===== src/rtl/ps2_keyrx_pkg.sv =====
package ps2_keyrx_pkg;
   localparam int KEY_W = 8;
   localparam logic [KEY_W-1:0] PFX_EXTENDED = 8'hE0;
   localparam logic [KEY_W-1:0] PFX_RELEASE  = 8'hF0;

   typedef enum logic [1:0] {
      FR_IDLE,
      FR_DATA,
      FR_PARITY,
      FR_STOP
   } frame_st_t;

   typedef struct packed {
      logic [KEY_W-1:0] code;
      logic             ext;
      logic             rel;
   } key_evt_t;
endpackage


===== src/rtl/ps2_line_sync.sv =====
module ps2_line_sync #(
   parameter int   STAGES  = 2,
   parameter logic IDLE_LV = 1'b1
) (
   input  logic clk,
   input  logic rst_n,
   input  logic async_i,
   output logic sync_o
);
   generate
      if (STAGES < 2) begin : g_bad_depth
         $error("ps2_line_sync: STAGES must be at least 2");
      end
   endgenerate

   logic [STAGES-1:0] chain_q;

   always_ff @(posedge clk or negedge rst_n) begin
      if (!rst_n) chain_q <= {STAGES{IDLE_LV}};
      else        chain_q <= {chain_q[STAGES-2:0], async_i};
   end

   assign sync_o = chain_q[STAGES-1];
endmodule


===== src/rtl/ps2_frame_rx.sv =====
module ps2_frame_rx
   import ps2_keyrx_pkg::*;
#(
   parameter int TIMEOUT_CYCLES = 10000
) (
   input  logic             clk,
   input  logic             rst_n,
   input  logic             fall_i,
   input  logic             data_i,
   output logic [KEY_W-1:0] byte_o,
   output logic             byte_stb_o,
   output logic             err_stb_o
);
   localparam int BIT_W = $clog2(KEY_W);
   localparam int CNT_W = $clog2(TIMEOUT_CYCLES + 1);
   localparam logic [BIT_W-1:0] LAST_BIT = BIT_W'(KEY_W - 1);
   localparam logic [CNT_W-1:0] TO_LAST  = CNT_W'(TIMEOUT_CYCLES - 1);

   generate
      if (TIMEOUT_CYCLES < 2) begin : g_bad_timeout
         $error("ps2_frame_rx: TIMEOUT_CYCLES must be at least 2");
      end
   endgenerate

   frame_st_t        st_q;
   logic [BIT_W-1:0] bit_q;
   logic [KEY_W-1:0] shift_q;
   logic             par_q;
   logic [CNT_W-1:0] quiet_q;
   logic             frame_ok;

   // odd parity over data and parity bit, stop bit high
   assign frame_ok = data_i && ((^shift_q) ^ par_q);

   always_ff @(posedge clk or negedge rst_n) begin
      if (!rst_n) begin
         st_q       <= FR_IDLE;
         bit_q      <= '0;
         shift_q    <= '0;
         par_q      <= 1'b0;
         quiet_q    <= '0;
         byte_o     <= '0;
         byte_stb_o <= 1'b0;
         err_stb_o  <= 1'b0;
      end else begin
         byte_stb_o <= 1'b0;
         err_stb_o  <= 1'b0;
         if (fall_i) begin
            quiet_q <= '0;
            unique case (st_q)
               FR_IDLE: begin
                  if (!data_i) begin
                     st_q  <= FR_DATA;
                     bit_q <= '0;
                  end
               end
               FR_DATA: begin
                  shift_q <= {data_i, shift_q[KEY_W-1:1]};
                  if (bit_q == LAST_BIT) st_q <= FR_PARITY;
                  else                   bit_q <= bit_q + 1'b1;
               end
               FR_PARITY: begin
                  par_q <= data_i;
                  st_q  <= FR_STOP;
               end
               FR_STOP: begin
                  st_q <= FR_IDLE;
                  if (frame_ok) begin
                     byte_o     <= shift_q;
                     byte_stb_o <= 1'b1;
                  end else begin
                     err_stb_o  <= 1'b1;
                  end
               end
               default: st_q <= FR_IDLE;
            endcase
         end else if (st_q != FR_IDLE) begin
            if (quiet_q == TO_LAST) begin
               st_q    <= FR_IDLE;
               quiet_q <= '0;
            end else begin
               quiet_q <= quiet_q + 1'b1;
            end
         end
      end
   end
endmodule


===== src/rtl/ps2_code_decode.sv =====
module ps2_code_decode
   import ps2_keyrx_pkg::*;
(
   input  logic             clk,
   input  logic             rst_n,
   input  logic [KEY_W-1:0] byte_i,
   input  logic             byte_stb_i,
   input  logic             err_stb_i,
   output key_evt_t         evt_o,
   output logic             evt_stb_o
);
   logic ext_pend_q;
   logic rel_pend_q;

   always_ff @(posedge clk or negedge rst_n) begin
      if (!rst_n) begin
         ext_pend_q <= 1'b0;
         rel_pend_q <= 1'b0;
         evt_o      <= '0;
         evt_stb_o  <= 1'b0;
      end else begin
         evt_stb_o <= 1'b0;
         if (err_stb_i) begin
            ext_pend_q <= 1'b0;
            rel_pend_q <= 1'b0;
         end else if (byte_stb_i) begin
            if (byte_i == PFX_EXTENDED) begin
               ext_pend_q <= 1'b1;
            end else if (byte_i == PFX_RELEASE) begin
               rel_pend_q <= 1'b1;
            end else begin
               evt_o.code <= byte_i;
               evt_o.ext  <= ext_pend_q;
               evt_o.rel  <= rel_pend_q;
               evt_stb_o  <= 1'b1;
               ext_pend_q <= 1'b0;
               rel_pend_q <= 1'b0;
            end
         end
      end
   end
endmodule


===== src/rtl/ps2_keyrx.sv =====
module ps2_keyrx
   import ps2_keyrx_pkg::*;
#(
   parameter int SYNC_STAGES    = 2,
   parameter int TIMEOUT_CYCLES = 10000
) (
   input  logic       clk,
   input  logic       rst_n,
   input  logic       kbd_clk_i,
   input  logic       kbd_data_i,
   output logic [7:0] byte_o,
   output logic       byte_stb_o,
   output logic [7:0] key_code_o,
   output logic       key_ext_o,
   output logic       key_rel_o,
   output logic       key_stb_o
);
   generate
      if (KEY_W != 8) begin : g_bad_width
         $error("ps2_keyrx: byte width must be 8");
      end
   endgenerate

   logic     kclk_s, kdat_s, kclk_prev_q, fall;
   logic     err_stb;
   key_evt_t evt;

   ps2_line_sync #(.STAGES(SYNC_STAGES), .IDLE_LV(1'b1)) u_sync_clk (
      .clk(clk), .rst_n(rst_n), .async_i(kbd_clk_i), .sync_o(kclk_s));

   ps2_line_sync #(.STAGES(SYNC_STAGES), .IDLE_LV(1'b1)) u_sync_dat (
      .clk(clk), .rst_n(rst_n), .async_i(kbd_data_i), .sync_o(kdat_s));

   always_ff @(posedge clk or negedge rst_n) begin
      if (!rst_n) kclk_prev_q <= 1'b1;
      else        kclk_prev_q <= kclk_s;
   end

   assign fall = kclk_prev_q & ~kclk_s;

   ps2_frame_rx #(.TIMEOUT_CYCLES(TIMEOUT_CYCLES)) u_frame (
      .clk(clk), .rst_n(rst_n), .fall_i(fall), .data_i(kdat_s),
      .byte_o(byte_o), .byte_stb_o(byte_stb_o), .err_stb_o(err_stb));

   ps2_code_decode u_decode (
      .clk(clk), .rst_n(rst_n), .byte_i(byte_o), .byte_stb_i(byte_stb_o),
      .err_stb_i(err_stb), .evt_o(evt), .evt_stb_o(key_stb_o));

   assign key_code_o = evt.code;
   assign key_ext_o  = evt.ext;
   assign key_rel_o  = evt.rel;
endmodule


===== config.mk =====
export PLATFORM = sky130hd
export DESIGN_NAME = ps2_keyrx
export DESIGN_NICKNAME = d
export VERILOG_FILES = /design/src/rtl/ps2_keyrx_pkg.sv /design/src/rtl/ps2_line_sync.sv /design/src/rtl/ps2_frame_rx.sv /design/src/rtl/ps2_code_decode.sv /design/src/rtl/ps2_keyrx.sv
export SDC_FILE = /design/constraint.sdc
export NUM_CORES = 1
export LEC_CHECK = 0
export BUFFER_PORTS_ARGS = -buffer_cell sky130_fd_sc_hd__buf_2
export CORE_UTILIZATION = 31
export DETAILED_ROUTE_END_ITERATION = 10
export GPL_ROUTABILITY_DRIVEN = 0
export PLACE_DENSITY_LB_ADDON = 0.3
export SLEW_MARGIN = 20
export SYNTH_ARGS = -nofsm -noshare
export SYNTH_HDL_FRONTEND = slang
export SYNTH_SLANG_ARGS = --single-unit

===== constraint.sdc =====
create_clock -name clk -period 2.7 [get_ports clk]
set_input_delay 0.27 -clock clk [delete_from_list [all_inputs] [get_ports clk]]
set_output_delay 0.27 -clock clk [all_outputs]
set_load 0.01 [all_outputs]

# Yosys cells after proc, flatten, opt, wreduce, memory -nomap -nowiden
# Index checks and enable logic that the tools add are counted.
[op_classes] n_mux=30 reduce_logical=16 n_bitwise=6 addsub=2 eq_ne=13
[ops] operator="$mux W14" count=3
[ops] operator="$mux W1" count=18
[ops] operator="$eq A8 B8 Y1 const B" count=2
[ops] operator="$add A14 B1 Y14 const B" count=1
[ops] operator="$eq A14 B14 Y1 const B" count=1
[ops] operator="$reduce_and A4 Y1" count=3
[ops] operator="$mux W2" count=5
[ops] operator="$reduce_bool A2 Y1" count=5
[ops] operator="$pmux W2 S4" count=1
[ops] operator="$reduce_and A2 Y1" count=4
[ops] operator="$reduce_xor A8 Y1" count=1
[ops] operator="$mux W3" count=2
[ops] operator="$pmux W3 S2" count=1
[ops] operator="$eq A2 B2 Y1 const B" count=2
[ops] operator="$ne A2 B2 Y1 const B" count=2
[ops] operator="$not A1 Y1" count=4
[ops] operator="$add A3 B1 Y3 const B" count=1
[ops] operator="$eq A3 B3 Y1 const B" count=1
[ops] operator="$ne A3 B1 Y1 const B" count=1
[ops] operator="$ne A3 B2 Y1 const B" count=1
[ops] operator="$ne A3 B3 Y1 const B" count=1
[ops] operator="$reduce_and A3 Y1" count=1
[ops] operator="$eq A2 B1 Y1 const B" count=1
[ops] operator="$logic_not A2 Y1" count=1
[ops] operator="other kinds (4)" count=4
[word_totals] reg_bits=56 elab_cells=84

# Longest topological paths before layout
# Gate-level depths: netlist of the first run.
[logic_depth] word_depth=6 depth_mapped=6 ltp_nobuf=5

# Hierarchy
# A second synthesis of the first run with hierarchy kept.
[unflattened] hier_cells=214 hier_area_um2=2558.7
[modules_own_cells] module="ps2_frame_rx" n_inst=1 area_per_inst_um2=1880.6 cells_per_inst=165
[modules_own_cells] module="ps2_code_decode" n_inst=1 area_per_inst_um2=533.0 cells_per_inst=43
[modules_own_cells] module="ps2_line_sync" n_inst=2 area_per_inst_um2=52.6 cells_per_inst=2
[modules_own_cells] module="ps2_keyrx" n_inst=1 area_per_inst_um2=40.0 cells_per_inst=2

# Worst setup path after synthesis of the first run
# OpenSTA, ideal clock, no wires.
[synth_timing] path_kind="register to register" from="register u_frame.shift_q[2]" to="register u_frame.byte_o[0]" arrival_ps=1727 path_buffers=0 setup_slack_ps=848 path_stages_with_launch=5 path_cell_list="dfrtp_1 > xor2_1 > xnor3_1 > mux2i_4 > mux2_2"
[synth_between] elab_chain_cells=4
[synth_lines] element="from (decl)" line="ps2_frame_rx.sv:27" source="logic [KEY_W-1:0] shift_q;"
[synth_lines] element="from (signal assigned)" line="ps2_frame_rx.sv:58" source="shift_q <= {data_i, shift_q[KEY_W-1:1]};"
[synth_lines] element="$reduce_xor A8 Y1" line="ps2_frame_rx.sv:33" source="assign frame_ok = data_i && ((^shift_q) ^ par_q);"
[synth_lines] element="$xor A1 B1 Y1" line="ps2_frame_rx.sv:33"
[synth_lines] element="$logic_and A1 B1 Y1" line="ps2_frame_rx.sv:33"
[synth_lines] element="$reduce_and A3 Y1 (no source line)"
[synth_lines] element="to (signal assigned)" line="ps2_frame_rx.sv:69" source="byte_o <= shift_q;"
[synth_lines] element="to (decl)" line="ps2_frame_rx.sv:10" source="output logic [KEY_W-1:0] byte_o,"
# Every way passes these cells.
# A chain may end at the register's enable or synchronous reset.

# Worst setup path in the final report of the first run
[layout_timing] from="register u_frame.shift_q[2]" to="register u_frame.byte_o[3]"
# Same word-level chain as after synthesis.

==> results of run 1 <==
-- cell usage in the layout, fill, tap and decap left out, types with 2 or more instances in the layout --
cell type / synthesis / routed
mux2i_1: 3 / 3
ha_1: 9 / 9
o2bb2ai_1: 3 / 3
nand3_1: 5 / 5
xnor2_1: 10 / 10
a2111oi_0: 3 / 3
a21oi_1: 8 / 8
dfrtp_1: 51 / 51
mux2_2: 27 / 27
nand2_1: 10 / 10
and2_1: 2 / 2
nor2_1: 12 / 12
a22oi_1: 2 / 2
o31ai_1: 2 / 2
a211oi_1: 4 / 4
o21ai_0: 4 / 4
clkbuf_8: 0 / 5
dfstp_2: 5 / 5
and4_1: 2 / 2
inv_1: 12 / 12
o41ai_1: 2 / 2
buf_2: 1 / 23
nand4_1: 2 / 2
nand2b_1: 2 / 2
buf_4: 0 / 3
-- per-layer routing --
layer | share of wire | track usage
met1 | 0.48 | 0.143
met2 | 0.47 | 0.186
met3 | 0.038 | 0.0291
met4 | 0.013 | 0.0321
met5 | 0 | 0
-- critical path: stages, from the launching register on --
cell and delay, ns:
dfrtp_1 0.43, xor2_1 0.17, xnor3_1 0.47, mux2i_4 0.43
mux2_2 0.38
-- final timing paths --
| check | startpoint | end | slack [ns] | cells past startpoint |
|---|---|---|---|---|
| hold / removal | kbd_clk_i | u_sync_clk.chain_q[0] | 0.05 | 1 |
| max in group asynchronous | rst_n | u_frame.quiet_q[11] | 1.72 | 3 |
| setup reg to reg | u_frame.shift_q[2] | u_frame.byte_o[3] | 0.72 | 4 |
| setup / recovery | u_frame.shift_q[2] | u_frame.byte_o[3] | 0.72 | 4 |
| min in group asynchronous | rst_n | u_decode.rel_pend_q | 0.35 | 2 |
| hold reg to reg | u_sync_dat.chain_q[0] | u_sync_dat.chain_q[1] | 0.36 | 0 |
-- state kept, by name (all words and copies together), names as in the netlist --
| name | cells |
|---|---|
| u_frame.st_q | 2 |
| u_sync_clk.chain_q | 2 |
| u_frame.par_q | 1 |
| kclk_prev_q | 1 |
| u_decode.ext_pend_q | 1 |
| u_sync_dat.chain_q | 2 |
| u_decode.rel_pend_q | 1 |
| u_frame.byte_stb_o | 1 |
| u_decode.evt_o | 10 |
| u_frame.shift_q | 8 |
| u_frame.byte_o | 8 |
| u_frame.quiet_q | 14 |
| u_frame.bit_q | 3 |
| u_frame.err_stb_o | 1 |
| u_decode.evt_stb_o | 1 |
-- cell type report --
type	count	area, um2	area share
Timing Repair Buffer	27	148	0.0497
Sequential cell	56	1410	0.474
Inverter	12	45.0	0.0152
Clock inverter	2	13.8	0.00463
Tap cell	105	131	0.0442
Multi-Input combinational cell	139	1150	0.388
Clock buffer	6	72.6	0.0244
-- stage by stage --
stage	utilization	hold slack [ns]
floorplan	-	-0.0256
global placement	0.350	0.142
detailed placement	0.350	0.144
CTS	0.362	0.0460
global route	0.362	0.0227
finish	0.362	0.0529
-- timing repair --
action                                 in CTS  in global routing
endpoints found under the hold margin       5                  0
hold buffers                                1                  0
setup endpoints to repair                   0                  0
-- power by group --
part / internal [mW] / switching [mW]
combinational: 0.421 / 0.386
sequential: 1.01 / 0.164
clock: 0.186 / 0.269
total: 1.62 / 0.819
-- logic make-up (layout without fill, tap and decap cells) --
group / count (synthesis) / in the layout / share of synthesized area
buf+inv: 18 / 47 / 0.0289
compound gates: 35 / 35 / 0.0935
simple gates: 51 / 51 / 0.112
fa+ha+maj: 9 / 9 / 0.0427
xor+xnor: 13 / 13 / 0.0541
mux: 31 / 31 / 0.135
flops: 56 / 56 / 0.534
-- cell usage after synthesis, types with 2 or more instances --
| cell | n | area share |
|---|---|---|
| dfrtp_1 | 51 | 0.48 |
| mux2_2 | 27 | 0.12 |
| inv_1 | 12 | 0.017 |
| nor2_1 | 12 | 0.017 |
| nand2_1 | 10 | 0.014 |
| xnor2_1 | 10 | 0.033 |
| ha_1 | 9 | 0.043 |
| a21oi_1 | 8 | 0.015 |
| dfstp_2 | 5 | 0.050 |
| nand3_1 | 5 | 0.0095 |
| a211oi_1 | 4 | 0.011 |
| o21ai_0 | 4 | 0.0076 |
| a2111oi_0 | 3 | 0.010 |
| clkbuf_1 | 3 | 0.0043 |
| mux2i_1 | 3 | 0.011 |
| o2bb2ai_1 | 3 | 0.010 |
| a22oi_1 | 2 | 0.0057 |
| and2_1 | 2 | 0.0047 |
| and4_1 | 2 | 0.0066 |
| nand2b_1 | 2 | 0.0047 |
| nand4_1 | 2 | 0.0047 |
| o31ai_1 | 2 | 0.0057 |
| o41ai_1 | 2 | 0.0066 |
==> impl_results.md, run 1 <==
* CP Capture Type: flop
* Register area share after synthesis at 0.534
* First-iteration detailed-routing DRC count at 35
* Clock period minus worst slack at 1.98 ns
* RSZ-0062 raised after global routing: false
* Via count at 1738
* Post-DRT Antenna Nets at 0
* Startpoint types: flop
* Clk buf depth at 2
* Total track usage at 0.112
* Width of the die at 94.2 um
* Grt total ovfl at 0
* Post-DP HPWL at 3.34 mm
* Die area at 8880 um2
* CTS tree: done
* CTS H-Tree Depth at 2
* Number of I/O pins at 24
* WP data required at 2.90 ns
* Clk_lat worst skew at 0.31 ns
* Post-synth design cell area at 2640 um2
* CP arrival at 2.18 ns
* Post-DR wirelength/cell at 12.9 um
* Area Overhead vs Synth at 12.7%
* Final Cycle Share at 0.733
* Dpl cell area at 2880 um2
* Fmax achieved at 505 MHz
* DIE HEIGHT at 94.2 um
* Port bufs at 23
* 1st-pass router iterations at 4
* Syn Nets at 226
* Setup TNS at 0 ns
* Async SR Flop Fraction at 1.00
* CTS resizes at 0
* Post-synth cell types at 53
* Vias/cell at 5.01
* # placed instances at 338
* CTS clk-pin slew, worst paths at 0.10 ns
* CTS Buf Count at 5
* VDD IR max at 336 uV
* Final WL at 4.48 mm
* Final Setup Violations at 0
* Post-route cell area at 2970 um2
* Filler instances at 832
* #FFs+latches synth at 56
* Pwr Total at 2.44 mW
* Slew Viols, Final at 0
* Fin. Hold Viols at 0
* Share of cells above drive strength 1 at 0.310
* Setup bufs post-CTS at 0
* Drc violations at 0
* Lkg Pwr at 1.42 nW
* Yosys warning count at 0
* # rows at 33
* Largest net degree at the start of global routing at 30
* Non-filler cells, final at 347
* Worst-path maximum fanout at 9
* Setup Crit Path Kind: flop to flop
* Mean Syn Cell Area at 12.4 um2
* Starting density of the core at 0.321
* Number of global-route vias before repair at 1683
* Number of synthesized flops with an enable pin at 0
* Final nets at 254
* Root Buffer: clkbuf_8
* Core Area at 8220 um2
* Hold crit path type: primary input to flop
* Post-synth top flop: dfrtp_1
* Max Cap Violations at 0
* Antenna violations before repair at 0
* Ant diodes at 0
* Clock skew at 0.00908 ns
* Worst-Margin Slew at 0.739 ns
* Slew Limit Headroom at 0.504
* Global-route wire length before repair at 7.76 mm
* Status: completed
* Power density over the cells at 820 nW/um2
* Synth Instances at 213
* CTS sink count at 56
* DP Worst Slack at 0.709 ns
* Worst setup margin at 0.721 ns
No activity file was read; power rests on OpenSTA's default activity.
==> run 2: changes to the inputs <==
- clock period: 2.7 -> 1.8 ns (I/O delays scaled with it)
==> impl_results.md, run 2 (synthesized netlist as in run 1, its figures left out) <==
* CP Buf/Inv Count at 1 (+1)
* Crit-path max cell delay at 0.48 ns (about the same)
* Post-DP HPWL at 3.78 mm (+13%)
* Non-filler cells, final at 393 (+13%)
* Post-DRT Antenna Nets at 0 (unchanged)
* Worst r2r src: u_frame.shift_q[4]
* RSZ-0062 raised after global routing: true
* Worst-Margin Slew at 0.506 ns (-0.233 ns)
* Hold Path Cell Cnt at 0 (-1)
* Grt total ovfl at 0 (unchanged)
* Largest net degree at the start of global routing at 25 (-17%)
* Biggest regs: u_frame.quiet_q (14), u_decode.evt_o (10)
* Violations in the final reports: negative setup slack
* Startpoint types: flop
* Vias/cell at 4.76 (-5.0%)
* Top reg by flops: u_frame.quiet_q
* Final Setup Violations at 8 (+8)
* Reg2Reg Depth at 5 (+1)
* Hold path start: u_sync_clk.chain_q[0]
* Most frequent cells in the layout: 49 x dfrtp_1, 44 x buf_4, 27 x mux2_2
* WP data required at 2.01 ns (-0.89 ns)
* DIE HEIGHT at 94.2 um (unchanged)
* Clk_lat worst skew at 0.31 ns (about the same)
* Ant diodes at 0 (unchanged)
* First-iteration detailed-routing DRC count at 41 (+17%)
* Core Area at 8220 um2 (unchanged)
* DP Worst Slack at -0.0245 ns (-0.733 ns)
* Crit path max-delay family: XOR/XNOR gates
* Lkg Pwr at 1.68 nW (+18%)
* Power density over the cells at 1260 nW/um2 (+54%)
* Global-route wire length before repair at 8.59 mm (+11%)
* Drc violations at 0 (unchanged)
* Number of global-route vias before repair at 1915 (+14%)
* Number of I/O pins at 24 (unchanged)
* CTS clk-pin slew, worst paths at 0.10 ns (about the same)
* Status: complete, but fails checks
* # rows at 33 (unchanged)
* Antenna violations before repair at 0 (unchanged)
* CTS H-Tree Depth at 2 (unchanged)
* Worst-path maximum fanout at 9 (unchanged)
* R2R setup slack at -0.03 ns (-0.75 ns)
* Worst setup margin at -0.0271 ns (-0.748 ns)
* Total track usage at 0.124 (+0.0119)
* Critical-path cell with the highest stage delay: xnor3_2
* CP arrival at 2.03 ns (-0.15 ns)
* Starting density of the core at 0.321 (unchanged)
* Setup TNS at -0.193 ns (-0.193 ns)
* Setup Crit Path Kind: flop to flop
* Crit Reg-Reg Endpoint: u_frame.byte_o[7]
* Post-DR wirelength/cell at 12.9 um (-0.21%)
* Final WL at 5.06 mm (+13%)
* Max FFs per register at 14 (unchanged)
* Worst path cell trace: xnor2_1 -> xnor3_2 -> mux2i_4 -> buf_12 -> mux2_2
* Max Cap Violations at 0 (unchanged)
* CTS sink count at 56 (unchanged)
* CTS Buf Count at 5 (unchanged)
* Filler instances at 815 (-2.0%)
* Hold Path Sink: u_sync_clk.chain_q[1]
* Share of cells above drive strength 1 at 0.458 (+0.148)
* VDD IR max at 699 uV (+110%)
* Width of the die at 94.2 um (unchanged)
* Final Cycle Share at 1.02 (+0.282)
* Area Overhead vs Synth at 29.9%
* 1st-pass router iterations at 4 (unchanged)
* Final nets at 300 (+18%)
* Clock skew at 0.00955 ns (+0.000470 ns)
* Clk buf depth at 2 (unchanged)
* Most common cell after layout, fill and taps aside: dfrtp_1
* CP Capture Type: flop
* # placed instances at 379 (+12%)
* CTS tree: done
* Die area at 8880 um2 (unchanged)
* Fmax achieved at 547 MHz (+8.3%)
* Port bufs at 23 (unchanged)
* Slew Limit Headroom at 0.654 (+0.150)
* Clock period minus worst slack at 1.83 ns (-0.152 ns)
* Slew Viols, Final at 0 (unchanged)
* Root Buffer: clkbuf_8
* Hold crit path type: flop to flop
* Fin. Hold Viols at 0 (unchanged)
* Via count at 1869 (+7.5%)
-- run 2: worst register-to-register path: stages, from the launching register on --
cell and delay [ns]:
dfrtp_1 0.40, xnor2_1 0.17, xnor3_2 0.48, mux2i_4 0.20
buf_12 0.15, mux2_2 0.33
-- run 2: worst max-delay path by stage --
stage	from	cells after the start	endpoint	slack, ns
2_1_floorplan	u_frame.shift_q[4]	4	u_frame.byte_o[0]	0.007
3_3_place_gp	u_frame.shift_q[4]	5	u_frame.byte_o[5]	-0.003
3_5_place_dp	u_frame.shift_q[0]	5	u_frame.byte_o[5]	-0.02
4_1_cts	u_frame.shift_q[4]	5	u_frame.byte_o[1]	-0.04
5_1_grt	u_frame.shift_q[4]	5	u_frame.byte_o[1]	-0.06
6_report	u_frame.shift_q[4]	5	u_frame.byte_o[7]	-0.03
-- run 2: metrics by stage --
stage	power, mW	utilization	instance area (um2)	hold slack, ns
final	4.32	0.417	3430	0.359
after global routing	4.60	0.417	3430	0.370
after CTS	4.34	0.409	3360	0.361
after detailed placement	3.47	0.391	3210	0.198
after global placement	3.44	0.391	3210	0.195
after floorplan	2.73	-	2640	-0.116
-- run 2: what timing repair did --
item / in CTS / in global routing
buffers inserted: 0 / 3
hold buffers: 3 / 0
hold endpoints to repair: 24 / 0
setup endpoints to repair: 13 / 32
pin swaps: 0 / 7
resized for setup: 2 / 14
-- run 2: power by group --
group	switching, mW	internal (mW)
combinational	0.746	1.03
sequential	0.195	1.51
clock	0.414	0.421
-- run 2: per-layer routing --
layer  vias to the layer above  share of wire  global-route usage  wire (um)
li1                        908              -                   -          -
met1                       917           0.47               0.153       2360
met2                        38           0.48               0.210       2440
met3                         6          0.040              0.0299        200
met4                         0          0.011              0.0436         57
met5                         -              0                   0          0
-- run 2: cell type report --
class / count / area, um2 / area share
multi-input cells: 139 / 1200 / 0.351
inverters: 12 / 45.0 / 0.0131
flip-flops and latches: 56 / 1410 / 0.412
well taps: 105 / 131 / 0.0383
clock buffers: 6 / 72.6 / 0.0212
repair buffers: 73 / 527 / 0.154
clock inverters: 2 / 38.8 / 0.0113
==> run 3: changes to the inputs <==
==> constraint.sdc (replaced) <==
create_clock -name clk -period 2.2 [get_ports clk]
set_input_delay 0.44 -clock clk [delete_from_list [all_inputs] [get_ports clk]]
set_output_delay 0.44 -clock clk [all_outputs]
set_load 0.01 [all_outputs]
==> impl_results.md, run 3 (synthesized netlist as in run 1, its figures left out) <==
* Status: completed
* CTS sink count at 56 (unchanged)
* Antenna violations before repair at 0 (unchanged)
* First-iteration detailed-routing DRC count at 37 (-9.8%)
* Number of I/O pins at 24 (unchanged)
* Worst-Margin Slew at 0.556 ns (+0.0499 ns)
* Ant diodes at 0 (unchanged)
* Slew Limit Headroom at 0.629 (-0.0245)
* Final WL at 4.71 mm (-6.9%)
* VDD IR max at 375 uV (-46%)
* Setup bufs post-CTS at 0 (unchanged)
* Grt total ovfl at 0 (unchanged)
* Largest net degree at the start of global routing at 24 (-4.0%)
* Top reg by flops: u_frame.quiet_q
* RSZ-0062 raised after global routing: false
* # rows at 33 (unchanged)
* Lkg Pwr at 1.43 nW (-15%)
* DIE HEIGHT at 94.2 um (unchanged)
* Post-DP HPWL at 3.36 mm (-11%)
* Hold crit path type: primary input to asynchronous set/reset pin
* Fmax achieved at 501 MHz (-8.4%)
* R2R setup slack at 0.20 ns (+0.23 ns)
* Biggest regs: u_frame.quiet_q (14), u_decode.evt_o (10)
* CTS resizes at 0 (-2)
* Max Cap Violations at 0 (unchanged)
* Clock skew at 0.00877 ns (-0.000777 ns)
* Width of the die at 94.2 um (unchanged)
* CTS tree: done
* 1st-pass router iterations at 4 (unchanged)
* Final Setup Violations at 0 (-8)
* Clock period minus worst slack at 2.00 ns (+0.169 ns)
* Post-DR wirelength/cell at 13.5 um (+5.1%)
* Die area at 8880 um2 (unchanged)
* Worst path cell trace: inv_1 -> ha_1 -> and2_1 -> or4_1 -> a21oi_1
* Area Overhead vs Synth at 13.0%
* Share of cells above drive strength 1 at 0.317 (-0.141)
* Utilization after layout at 0.363 (-0.0544)
* Setup Crit Path Kind: flop to flop
* Fin. Hold Viols at 0 (unchanged)
* Setup TNS at 0 ns (+0.193 ns)
* Crit-path max cell delay at 0.52 ns (+0.04 ns)
* Reg2Reg Depth at 5 (unchanged)
* CTS H-Tree Depth at 2 (unchanged)
* Startpoint types: flop
* Port bufs at 23 (unchanged)
* Slew Viols, Final at 0 (unchanged)
* Cts hold-fix bufs at 0 (-3)
* Final nets at 255 (-15%)
* Post-DRT Antenna Nets at 0 (unchanged)
* Via count at 1697 (-9.2%)
* Clk_lat worst skew at 0.31 ns (about the same)
* CTS Buf Count at 5 (unchanged)
* Most frequent cells in the layout: 51 x dfrtp_1, 27 x mux2_2, 23 x buf_2
* Core Area at 8220 um2 (unchanged)
* Worst-path maximum fanout at 16 (+7)
* CP arrival at 2.24 ns (+0.21 ns)
* Max FFs per register at 14 (unchanged)
* Critical-path cell with the highest stage delay: or4_1
* CTS clk-pin slew, worst paths at 0.10 ns (about the same)
* Global-route wire length before repair at 8.00 mm (-6.9%)
* WP data required at 2.44 ns (+0.43 ns)
* Filler instances at 835 (+2.5%)
* CP Capture Type: flop
* Drc violations at 0 (unchanged)
* Starting density of the core at 0.321 (unchanged)
* Power density over the cells at 1010 nW/um2 (-20%)
* Final Cycle Share at 0.907 (-0.108)
* Root Buffer: clkbuf_8
* Vias/cell at 4.88 (+2.5%)
* Most common cell after layout, fill and taps aside: dfrtp_1
* Clk buf depth at 2 (unchanged)
* Number of global-route vias before repair at 1759 (-8.1%)
* Total track usage at 0.115 (-0.00862)
run 3: final timing paths:
kind | start | endpoint
max | u_frame.st_q[0] | u_frame.quiet_q[13]
min in group clk | kbd_clk_i | u_sync_clk.chain_q[0]
max reg2reg | u_frame.st_q[0] | u_frame.quiet_q[13]
max in group asynchronous | rst_n | u_frame.quiet_q[4]
min reg2reg | u_sync_clk.chain_q[0] | u_sync_clk.chain_q[1]
min | rst_n | u_decode.rel_pend_q
run 3: worst max-delay path: cells and delay by family (launching register included):
family | cells | cell delay [ns]
AOI/OAI and AO/OA | 1 | 0.16
adders and majority gates | 1 | 0.41
buffers and inverters | 1 | 0.10
DFF | 1 | 0.41
and+or+nand+nor | 2 | 0.84
run 3: power by group:
| group | total (mW) | internal, mW | switching, mW |
|---|---|---|---|
| Clock | 0.559 | 0.227 | 0.331 |
| Sequential | 1.44 | 1.24 | 0.198 |
| Combinational | 1.01 | 0.523 | 0.489 |
run 3: routing by layer:
metal  global-route usage  vias to the layer above  routed length (um)
li1                     -                      828                   -
met1                0.144                      833                2260
met2                0.192                       28                2210
met3               0.0267                        8                 166
met4               0.0449                        0                  82
met5                    0                        -                   0
run 3: area by class of cell:
cell class	instances	area, um2	area share
sequential	56	1410	0.472
multi-input combinational	139	1150	0.387
timing repair buffer	28	153	0.0512
tap	105	131	0.0441
clock buffer	6	72.6	0.0244
inverter	12	45.0	0.0151
clock inverter	2	16.3	0.00546
run 3: through the flow:
step	std cells	hold slack, ns	power, mW	worst slack (ns)	instance area (um2)
global route	348	0.102	3.22	0.0465	2980
CTS	348	0.0867	3.06	0.181	2980
floorplan	213	0.144	2.22	0.348	2640
finish	348	0.0786	3.01	0.204	2980
global placement	340	0.347	2.45	0.231	2890
detailed placement	340	0.348	2.49	0.198	2890
